--- src/rtl/irq_aggregator.sv ---
module irq_aggregator #(
  parameter int                  N_SRC    = 16,
  parameter int                  AW       = 12,
  parameter int                  DW       = 16,
  parameter logic [AW-1:0]       PEND_OFS = 12'h000,
  parameter logic [AW-1:0]       MASK_OFS = 12'h002,
  parameter logic [N_SRC-1:0]    MASK_RST = 16'h0010
) (
  input  logic             clk,
  input  logic             rst_n,
  input  logic [N_SRC-1:0] irq_in,
  input  logic             bus_valid,
  input  logic             bus_we,
  input  logic [AW-1:0]    bus_addr,
  input  logic [DW-1:0]    bus_wdata,
  output logic [DW-1:0]    bus_rdata,
  output logic             bus_rvalid,
  output logic             bus_err,
  output logic             irq_out
);

  logic [N_SRC-1:0] sync_q;
  logic [N_SRC-1:0] src_q;
  logic [N_SRC-1:0] mask_q;
  logic [N_SRC-1:0] pend;
  logic [DW-1:0]    enc;
  logic             rd_req, wr_mask, hit_pend, hit_mask;

  assign pend     = src_q & mask_q;
  assign rd_req   = bus_valid && !bus_we;
  assign hit_pend = (bus_addr == PEND_OFS);
  assign hit_mask = (bus_addr == MASK_OFS);
  assign wr_mask  = bus_valid && bus_we && hit_mask;

  always_comb begin
    enc = '0;
    for (int i = N_SRC - 1; i >= 0; i--)
      if (pend[i]) enc = DW'((i + 1) << 2);
  end

  always_ff @(posedge clk or negedge rst_n) begin
    if (!rst_n) begin
      sync_q <= '0;
      src_q  <= '0;
    end else begin
      sync_q <= irq_in;
      src_q  <= sync_q;
    end
  end

  always_ff @(posedge clk or negedge rst_n) begin
    if (!rst_n)       mask_q <= MASK_RST;
    else if (wr_mask) mask_q <= bus_wdata[N_SRC-1:0];
  end

  always_ff @(posedge clk or negedge rst_n) begin
    if (!rst_n) irq_out <= 1'b0;
    else        irq_out <= |pend;
  end

  always_ff @(posedge clk or negedge rst_n) begin
    if (!rst_n) begin
      bus_rdata  <= '0;
      bus_rvalid <= 1'b0;
      bus_err    <= 1'b0;
    end else begin
      bus_rvalid <= rd_req;
      bus_err    <= rd_req && !hit_pend && !hit_mask;
      if (rd_req)
        bus_rdata <= hit_pend ? enc : hit_mask ? DW'(mask_q) : '0;
    end
  end

endmodule


--- config.mk ---
export PLATFORM = sky130hd
export DESIGN_NAME = irq_aggregator
export DESIGN_NICKNAME = d
export VERILOG_FILES = /design/src/rtl/irq_aggregator.sv
export SDC_FILE = /design/constraint.sdc
export NUM_CORES = 1
export LEC_CHECK = 0
export ABC_AREA = 1
export ABC_CLOCK_PERIOD_IN_PS = 2500
export BUFFER_PORTS_ARGS = -buffer_cell sky130_fd_sc_hd__buf_2
export CAP_MARGIN = 20
export CORE_ASPECT_RATIO = 2
export CORE_MARGIN = 3
export CORE_UTILIZATION = 25
export DETAILED_ROUTE_END_ITERATION = 10
export SYNTH_ARGS = -nofsm -noshare
export SYNTH_HDL_FRONTEND = slang
export SYNTH_SLANG_ARGS = --single-unit
--- constraint.sdc ---
create_clock -name clk -period 2.5 [get_ports clk]
set_input_delay 0.5 -clock clk [delete_from_list [all_inputs] [get_ports clk]]
set_output_delay 0.5 -clock clk [all_outputs]
set_load 0.02 [all_outputs]
* After elaboration in Yosys (flattened, before gate mapping)
Cells that the tools add are included.
Storage, ports and cells: flip-flop bits (word level) 67, input port bits 48
Cells by class: equality and inequality tests 1, muxes and demuxes 18, bitwise logic cells 1, reduce and logical (&&, ||, !) cells 10
Operators by type and width (number):
- two-way mux 16 bit | 13
- two-way mux 7 bit | 5
- AND 16 bit | 1
- OR reduction 16 bit | 1
- equality test 12 x 2 -> 1 bit, second input constant | 1
- zero test 12 bit | 1
- logical AND 1 bit | 5
- zero test 1 bit | 3

* Longest topological paths before layout
Gate-level depths: netlist (run 1).
depth in word-level cells 18, gate-level depth with buffers 18, mapped depth without buffers 18

* Worst setup path before layout (run 1)
OpenSTA, ideal clock, no wires.
kind input -> register, start point input port bus_addr[5], end point register mask_q[10], library setup time 0.125 ns, data arrival time 1.607 ns, required time 2.375 ns, slack 0.768 ns, stages 8, path buffers 1, path through nor4_1 > nand2_1 > inv_2 > nand2_2 > clkinv_2 > nand3_4 > buf_6 > mux2_4
Between the ends: cells in the longest elaborated chain, start to end 2
Ends and longest elaborated chain:
- start, declared | line 14 | input logic [AW-1:0] bus_addr,
- equality test 12 x 2 -> 1 bit | line 32 | assign hit_mask = (bus_addr == MASK_OFS);
- logical AND 1 bit | line 33 | assign wr_mask = bus_valid && bus_we && hit_mask;
- end signal, assigned | line 53 | else if (wr_mask) mask_q <= bus_wdata[N_SRC-1:0];
- end, declared | line 24 | logic [N_SRC-1:0] mask_q;
Every way passes these cells. A chain may end at the register's enable or synchronous reset.

* Worst setup path after layout (run 1)
start point input port bus_addr[5], end point register mask_q[12]
The elaborated chain is that of the path after synthesis.

==> results of run 1 <==
## metrics by stage
stage	util [%]	hold WS (ns)	std cells	instance area (um^2)	total power, uW
3_5_place_dp	31.3	0.335	410	2970	1270
6_report	34.3	0.164	426	3260	2460
3_3_place_gp	31.3	0.333	410	2970	1270
4_1_cts	34.3	0.188	426	3260	2500
2_1_floorplan	-	0.204	217	2480	1190
5_1_grt	34.3	0.198	426	3260	2570
## registers in the layout, summed over array words and instances, names as in the netlist
register and flops:
bus_err 1, irq_out 1, src_q 16, mask_q 16, bus_rvalid 1, bus_rdata 16, sync_q 16
## critical path, cell delays in order
cell,delay [ns]
buf_2,0.10
nor4_1,0.26
nand2_1,0.10
inv_2,0.07
nand2_2,0.04
clkinv_2,0.20
nand3_4,0.30
mux2_4,0.38
## cell type report
class	instances	area (um^2)
Timing Repair Buffer	68	358
Clock inverter	2	35.0
Fill cell	1027	6250
Inverter	9	35.0
Clock buffer	14	254
Tap cell	130	163
Multi-Input combinational cell	136	741
Sequential cell	67	1680
## final timing paths
path / start / end / slack (ns) / cells past startpoint
worst max-delay path: bus_addr[5] / mask_q[12] / 0.75 / 8
worst min-delay path: rst_n / mask_q[13] / 0.16 / 2
worst max register to register: mask_q[14] / bus_rdata[2] / 1.01 / 18
worst min register to register: sync_q[3] / src_q[3] / 0.34 / 0
max in group asynchronous: rst_n / mask_q[4] / 1.99 / 2
min in group clk: irq_in[13] / sync_q[13] / 0.27 / 1
## placed cells by master (no fill, tap or decap)
cell	n
buf_2	66
clkinv_2	2
mux2_4	10
nor4_1	3
o21bai_1	1
clkbuf_1	4
inv_2	1
clkbuf_16	9
mux2_2	6
clkbuf_8	1
inv_1	7
o21ai_0	11
nor4b_2	1
dfstp_2	1
nand2_1	76
bufinv_16	1
dfrtp_1	66
nor3_1	2
a21oi_1	2
nor2_1	14
nand3_1	4
buf_4	1
a31oi_1	4
buf_12	1
nand3_4	1
nand2_2	1
## logic make-up after synthesis
| logic type | count (synthesis) |
|---|---|
| buffers and inverters | 14 |
| AOI/OAI and AO/OA | 18 |
| DFF | 67 |
| muxes | 16 |
| and+or+nand+nor | 102 |
## layer usage
layer  vias to the layer above  track usage, %  part of all wire (%)
li1                        847               -                     -
met1                       786            8.92                    34
met2                        41            18.2                    58
met3                        12            4.23                   5.2
met4                         0            7.08                   3.1
met5                         -               0                     0
## synthesized netlist by cell type, drive strengths merged, types with 2 or more instances
master and count:
nand2 77, dfrtp 66, mux2 16, nor2 14, o21ai 11, inv 8, nand3 5, a31oi 4
clkbuf 3, nor4 3, a21oi 2, buf 2, nor3 2
## power by group through the flow
| stage | Combinational [uW] | Sequential (uW) | Clock (uW) |
|---|---|---|---|
| final | 115 | 1140 | 1210 |
| after global routing | 129 | 1140 | 1300 |
| after CTS | 118 | 1140 | 1250 |
| after detailed placement | 118 | 1160 | 0 |
| after global placement | 116 | 1150 | 0 |
| after floorplan | 21.8 | 1170 | 0 |
==> flow_metrics.tcl, run 1 <==
set metrics [dict create \
    status "completed" \
    slew_viol_final 0 \
    die_x_um 76.4 \
    maxCapViolCount 0 \
    die_y_um 147 \
    drt_wl_total_um 5220 \
    synth_fp_nets 265 \
    fmax_ghz 0.570 \
    worst_pin_slew_ns 0.472 \
    place_ws_ns 0.385 \
    post_cts_buffers 0 \
    insertion_delay_ns 0.33 \
    root_buffer "clkbuf_16" \
    ir_worst_vdd_uv 389 \
    synth_warnings 0 \
    p_switching_uw 496 \
    grt_max_degree 68 \
    synth-compound-area-share_pct 3.93 \
    insertedDiodeCount 0 \
    core_area_um2 9510 \
    grt_pass1_vias 1817 \
    hp-class "primary input to async pin" \
    start_util_pct 26.1 \
    io_buffers 66 \
    grt_pass1_wl_um 8550 \
    yosys.area_share.simple_pct 17.1 \
    grt_overflow 0 \
    yosysSeqAreaShare_pct 67.6 \
    seqPwrFrac_pct 46.1 \
    drt_iter0_markers 92 \
    syn_area_um2 2480 \
    synth_top_family_by_area "simple AND/OR/NAND/NOR gates" \
    drtAntennaViolNets 0 \
    synth_seq_cells 67 \
    h-tree-depth 3 \
    period_minus_slack_ns 1.75 \
    cts_hold_buf 0 \
    numCtsBuffers 9 \
    wl_per_cell_um 12.2 \
    async_reset_ff_share_pct 100 \
    arrival_ns 1.97 \
    synth_area_leaders "dfrtp_1, nand2_1, mux2_4" \
    yosysTopAreaCell "dfrtp_1" \
    via_per_inst 3.96 \
    drive_gt1_share_pct 34.5 \
    pwr_density_cell_nw_per_um2 755 \
    ios 67 \
    worstPathRequired_ns 2.71 \
    syn_inst 217 \
    cts-resized-gates 0 \
    setup_viol 0 \
    max-clock-path-buffers 2 \
    slew_headroom_pct 68.5 \
    dr.pass1.iters 4 \
    synthFlopType "dfrtp_1" \
    power_frac_comb_pct 4.6 \
    die-area_um2 11200 \
    setup-tns-final_ns 0 \
    clock-sinks 67 \
    num_rows 50 \
    drc 0 \
    internal_power_uw 1970 \
    hold_viol 0 \
    synthXorXnorAreaFrac_pct 0 \
    post_synth_fa_ha_maj_area_fraction_pct 0 \
    fin_crit_sh_pct 70.1 \
    rsz0062_at_grt "no" \
    dpl.hpwl_um 4030 \
    clockPowerShare_pct 49.2 \
    clkTransAtPathRegs_ns 0.05 \
    syn_to_final_growth_pct 31.5 \
    place_congestion 0.813 \
    fin_ws_ns 0.746 \
    synth_cell_types 22 \
    grt_usage_pct 10.1 \
    start_kind "primary input" \
    syn_area_per_cell_um2 11.4 \
    yosys.area.top_type_share_pct 66.6 \
    power.leakage_uw 0.00172 \
    end_kind "flip-flop" \
    synth_edf_count 0 \
    critPathKind "primary input to flip-flop" \
    antenna_found_initial 0 \
    sw_frac_of_total_pct 20.1 \
    vias 1686 \
    skew_ns 0.00460 \
    final_nets 339 \
    muxShareOfSynthArea_pct 8.77 \
    cts_tree "done" \
    path_max_fanout 18 \
]
No activity file was read; power rests on OpenSTA's default activity.
==> inputs of run 2 (changes only) <==
--- a/config.mk
+++ b/config.mk
@@ -5,8 +5,8 @@
 export SDC_FILE = /design/constraint.sdc
 export NUM_CORES = 1
 export LEC_CHECK = 0
-export ABC_AREA = 1
-export ABC_CLOCK_PERIOD_IN_PS = 2500
+export ABC_AREA = 0
+export ABC_CLOCK_PERIOD_IN_PS = 1500
 export BUFFER_PORTS_ARGS = -buffer_cell sky130_fd_sc_hd__buf_2
 export CAP_MARGIN = 20
 export CORE_ASPECT_RATIO = 2
==> constraint.sdc (replaced) <==
create_clock -name clk -period 1.5 [get_ports clk]
set_input_delay 0.3 -clock clk [delete_from_list [all_inputs] [get_ports clk]]
set_output_delay 0.3 -clock clk [all_outputs]
set_load 0.02 [all_outputs]
==> run 2 against run 1 <==
Net effect:
- design area increased by 3.6%
- sequential share of layout area fell by 1.8 points
- die area shrank 1.9%
- first-iteration DRC count up 68%
- non-clock buffer count rose by 18
- largest power group unchanged
==> flow_metrics.tcl, run 2 <==
set metrics [dict create \
    start_util_pct 25.7 \
    drc 0 \
    dr.pass1.iters 4 \
    power_frac_comb_pct 3.8 \
    yosys.area_share.simple_pct 7.88 \
    post-synth-top-count-cell "dfrtp_1" \
    synth_area_leaders "dfrtp_1, mux2_4, a22o_1" \
    ios 67 \
    die_y_um 145 \
    hp-class "primary input to flip-flop" \
    synth-compound-area-share_pct 11.4 \
    critPathTopFamily "simple AND/OR/NAND/NOR gates" \
    pwr_density_cell_nw_per_um2 1220 \
    period_minus_slack_ns 1.47 \
    num_rows 50 \
    slew_headroom_pct 62.6 \
    worst_pin_slew_ns 0.561 \
    place_congestion 0.873 \
    io_buffers 66 \
    drtAntennaViolNets 0 \
    arrival_ns 1.69 \
    syn_inst 166 \
    yosysTopAreaCell "dfrtp_1" \
    status "completed" \
    yosysSeqAreaShare_pct 69.1 \
    setup-tns-final_ns 0 \
    critical-path-max-stage-delay_ns 0.55 \
    dpl.hpwl_um 4380 \
    power.leakage_uw 0.00170 \
    clock-sinks 67 \
    r2r_setup_slack_ns 0.03 \
    holdWs_ns 0.0730 \
    synth_seq_cells 67 \
    muxShareOfSynthArea_pct 8.96 \
    synth_edf_count 0 \
    yosys.area.top_type_share_pct 68.0 \
    async_reset_ff_share_pct 100 \
    grt_usage_pct 11.5 \
    internal_power_uw 3310 \
    numCtsBuffers 9 \
    fin_area_um2 3380 \
    synthXorXnorAreaFrac_pct 0 \
    synth_cell_types 35 \
    drt_wl_total_um 5670 \
    synth_top_family_by_area "compound AO/OA/AOI/OAI gates" \
    grt_max_degree 22 \
    p_switching_uw 806 \
    sw_frac_of_total_pct 19.6 \
    die_x_um 75.7 \
    slew_viol_final 0 \
    seqPwrFrac_pct 45.6 \
    synth_fp_nets 214 \
    drt_iter0_markers 155 \
    setup_viol 0 \
    final_core_util_pct 35.8 \
    place_ws_ns -0.247 \
    grt_pass1_wl_um 9250 \
    antenna_found_initial 0 \
    drive_gt1_share_pct 45.6 \
    worstPathCellList "nand2_1 -> and2_4 -> and3_4 -> nor2b_2 -> a41o_1" \
    hold_viol 0 \
    syn_area_um2 2430 \
    final_nets 304 \
    max-clock-path-buffers 2 \
    worstPathRequired_ns 1.72 \
    critPathSlowestCell "dfstp_2" \
    skew_ns 0.00634 \
    layout_common_cells "dfrtp_1, buf_2, nand2_1, buf_4, a22o_1" \
    fmax_ghz 0.678 \
    clkTransAtPathRegs_ns 0.05 \
    grt_overflow 0 \
    grt_pass1_vias 1954 \
    clockPowerShare_pct 50.5 \
    root_buffer "clkbuf_16" \
    path_max_fanout 4 \
    insertion_delay_ns 0.33 \
    ir_worst_vdd_uv 718 \
    core_area_um2 9450 \
    post_synth_fa_ha_maj_area_fraction_pct 0 \
    fin_ws_ns 0.0252 \
    start_kind "flip-flop" \
    maxCapViolCount 0 \
    critPathKind "flip-flop to flip-flop" \
    die-area_um2 11000 \
    end_kind "flip-flop" \
    vias 1669 \
    synthFlopType "dfrtp_1" \
    rsz0062_at_grt "yes" \
    syn_to_final_growth_pct 39.2 \
    h-tree-depth 3 \
    via_per_inst 4.27 \
    post_dp_cell_area_um2 3060 \
    insertedDiodeCount 0 \
    synth_common_cells "dfrtp_1, nand2_1, a22o_1" \
    synth_warnings 0 \
    cp.buffers_inverters 0 \
    cts_tree "done" \
    fin_crit_sh_pct 98.3 \
    syn_area_per_cell_um2 14.6 \
    wl_per_cell_um 14.5 \
]
## run 2: repair_timing
action,4_1_cts,5_1_grt
resized for setup,0,4
pin swaps,1,0
endpoints found under the hold margin,16,0
buffers inserted,0,0
hold buffers,1,0
setup endpoints to repair,1,3
## run 2: metrics by stage
step                      std cells  power [uW]
final                           391        4110
after global routing            391        4280
after CTS                       391        4160
after detailed placement        374        2070
after global placement          374        2060
after floorplan                 166        1930
## run 2: kinds of logic after synthesis
group,after synthesis
AO/OA/AOI/OAI,36
buffers and inverters,9
flip-flops,67
multiplexers,16
AND/OR/NAND/NOR,38
## run 2: path summary, 6_finish.rpt
| path | startpoint | end | cells after the start |
|---|---|---|---|
| max reg2reg | mask_q[4] | bus_rdata[6] | 5 |
| min reg2reg | sync_q[8] | src_q[8] | 0 |
| min | irq_in[1] | sync_q[1] | 1 |
| max | mask_q[4] | bus_rdata[6] | 5 |
| min in group asynchronous | rst_n | mask_q[3] | 2 |
| max in group asynchronous | rst_n | mask_q[15] | 3 |
## run 2: cell type report
cell class / count / area (um^2)
multi-input combinational: 90 / 702
timing repair buffer: 86 / 533
clock buffer: 14 / 264
sequential: 67 / 1680
tap: 130 / 163
inverter: 2 / 7.51
fill: 921 / 6060
clock inverter: 2 / 35.0
## run 2: metal layers
layer / up-vias / track usage [%] / wire [um]
li1: 786 / - / -
met1: 802 / 11.0 / 1890
met2: 63 / 19.9 / 3200
met3: 18 / 3.39 / 338
met4: 0 / 7.97 / 237
met5: - / 0 / 0
## run 2: power by group through the flow
stage	logic [uW]	registers, uW	clock network [uW]
6_report	157	1880	2080
5_1_grt	180	1880	2220
4_1_cts	162	1880	2120
3_5_place_dp	160	1910	0
3_3_place_gp	157	1910	0
2_1_floorplan	21.7	1910	0
==> inputs of run 3 (changes only) <==
--- a/config.mk
+++ b/config.mk
@@ -6,7 +6,7 @@
 export NUM_CORES = 1
 export LEC_CHECK = 0
 export ABC_AREA = 0
-export ABC_CLOCK_PERIOD_IN_PS = 1500
+export ABC_CLOCK_PERIOD_IN_PS = 1850
 export BUFFER_PORTS_ARGS = -buffer_cell sky130_fd_sc_hd__buf_2
 export CAP_MARGIN = 20
 export CORE_ASPECT_RATIO = 2
==> constraint.sdc (replaced) <==
create_clock -name clk -period 1.85 [get_ports clk]
set_input_delay 0.37 -clock clk [delete_from_list [all_inputs] [get_ports clk]]
set_output_delay 0.37 -clock clk [all_outputs]
set_load 0.02 [all_outputs]
==> run 3 against run 2 <==
Net effect:
- design area is 4.4% lower
- clock skew hardly changed
- largest cell class unchanged
- critical endpoint is now bus_rdata[3]
- worst setup slack better by 0.22 ns
- clock power is 22% lower
- largest power group unchanged
- flip-flop and latch count stayed put
==> flow_metrics.tcl, run 3 (synthesis gave the netlist of run 2 again) <==
set metrics [dict create \
    status "completed" \
    io_buffers 66 \
    clock-sinks 67 \
    pwr_density_cell_nw_per_um2 1010 \
    insertion_delay_ns 0.33 \
    critPathCapture "bus_rdata[3]" \
    worstPathRequired_ns 2.10 \
    die_y_um 145 \
    core_area_um2 9450 \
    layout_common_cells "dfrtp_1, buf_2, nand2_1, a22o_1, mux2_4" \
    n_fill_cell 927 \
    power.leakage_uw 0.00162 \
    grt_max_degree 51 \
    hold_viol 0 \
    drc 0 \
    start_util_pct 25.7 \
    skew_ns 0.00590 \
    slew_headroom_pct 72.5 \
    grt_usage_pct 11.0 \
    drt_iter0_markers 153 \
    cts_tree "done" \
    die-area_um2 11000 \
    fmax_ghz 0.622 \
    vias 1634 \
    final_nets 292 \
    setup_viol 0 \
    drt_wl_total_um 5420 \
    arrival_ns 1.86 \
    crit_path_start "mask_q[12]" \
    h-tree-depth 3 \
    syn_to_final_growth_pct 33.1 \
    insertedDiodeCount 0 \
    max-clock-path-buffers 2 \
    rsz0062_at_grt "no" \
    grt_pass1_vias 1863 \
    start_kind "flip-flop" \
    path_max_fanout 4 \
    drive_gt1_share_pct 41.8 \
    reg2reg_from "mask_q[12]" \
    maxCapViolCount 0 \
    grt_pass1_wl_um 8870 \
    hold_start "irq_in[5]" \
    place_inst 362 \
    r2r_cells 5 \
    via_per_inst 4.31 \
    grt_overflow 0 \
    numCtsBuffers 9 \
    dpl.hpwl_um 4080 \
    clkTransAtPathRegs_ns 0.05 \
    ir_worst_vdd_uv 435 \
    fin_crit_sh_pct 87.0 \
    dr.pass1.iters 4 \
    r2r_setup_slack_ns 0.24 \
    end_kind "flip-flop" \
    slew_viol_final 0 \
    stdcell_count 379 \
    critPathKind "flip-flop to flip-flop" \
    r2r-end "bus_rdata[3]" \
    antenna_found_initial 0 \
    root_buffer "clkbuf_16" \
    drtAntennaViolNets 0 \
    wl_per_cell_um 14.3 \
    final_core_util_pct 34.2 \
    worst_pin_slew_ns 0.412 \
    num_rows 50 \
    place_congestion 0.827 \
    period_minus_slack_ns 1.61 \
    ios 67 \
    hp-class "primary input to flip-flop" \
    die_x_um 75.7 \
]
run 3: worst min-delay path by stage:
stage / to / slack (ns) / cells past startpoint
after floorplan: bus_err / 0.07 / 0
after global placement: bus_rdata[14] / 0.32 / 1
after detailed placement: bus_rdata[13] / 0.33 / 1
after CTS: sync_q[1] / 0.14 / 1
after global routing: sync_q[15] / 0.14 / 1
final: sync_q[5] / 0.14 / 1
run 3: per-stage QoR:
step	setup WS [ns]	hold slack (ns)	area, um^2	setup TNS [ns]	power [uW]
finish	0.241	0.143	3230	0	3260
global route	0.0615	0.137	3230	0	3370
CTS	0.242	0.136	3230	0	3300
detailed placement	-0.0196	0.326	2930	-0.0929	1660
global placement	0.0226	0.318	2930	0	1660
floorplan	0.0915	0.0744	2430	0	1560
run 3: timing repair:
item	in CTS	in global routing
hold endpoints to repair	17	0
buffers inserted	0	0
hold buffers	1	0
gates resized for setup	0	0
run 3: power by group:
part / switching (uW) / internal [uW]
clock: 576 / 1050
sequential: 14.5 / 1510
combinational: 62.8 / 50.5
total: 653 / 2610
run 3: metal layers:
metal	vias up	wire length [um]	global-route usage [%]
met1	807	1930	10.9
met4	0	233	7.71
met5	-	0	0
met2	53	2910	18.5
met3	14	343	3.39
li1	760	-	-
run 3: area by class of cell:
cell class	count	area (um^2)	share of cell area [%]
Clock buffer	15	288	8.90
Clock inverter	1	5.00	0.155
Inverter	2	7.51	0.232
Multi-Input combinational cell	90	687	21.2
Sequential cell	67	1680	51.9
Tap cell	130	163	5.03
Timing Repair Buffer	74	405	12.5
run 3: worst max-delay path: stages, from the launching register on:
cell      delay [ns]
dfrtp_1         0.41
a22oi_1         0.34
nand2b_1        0.10
a222oi_1        0.41
o211ai_1        0.14
a21oi_1         0.14
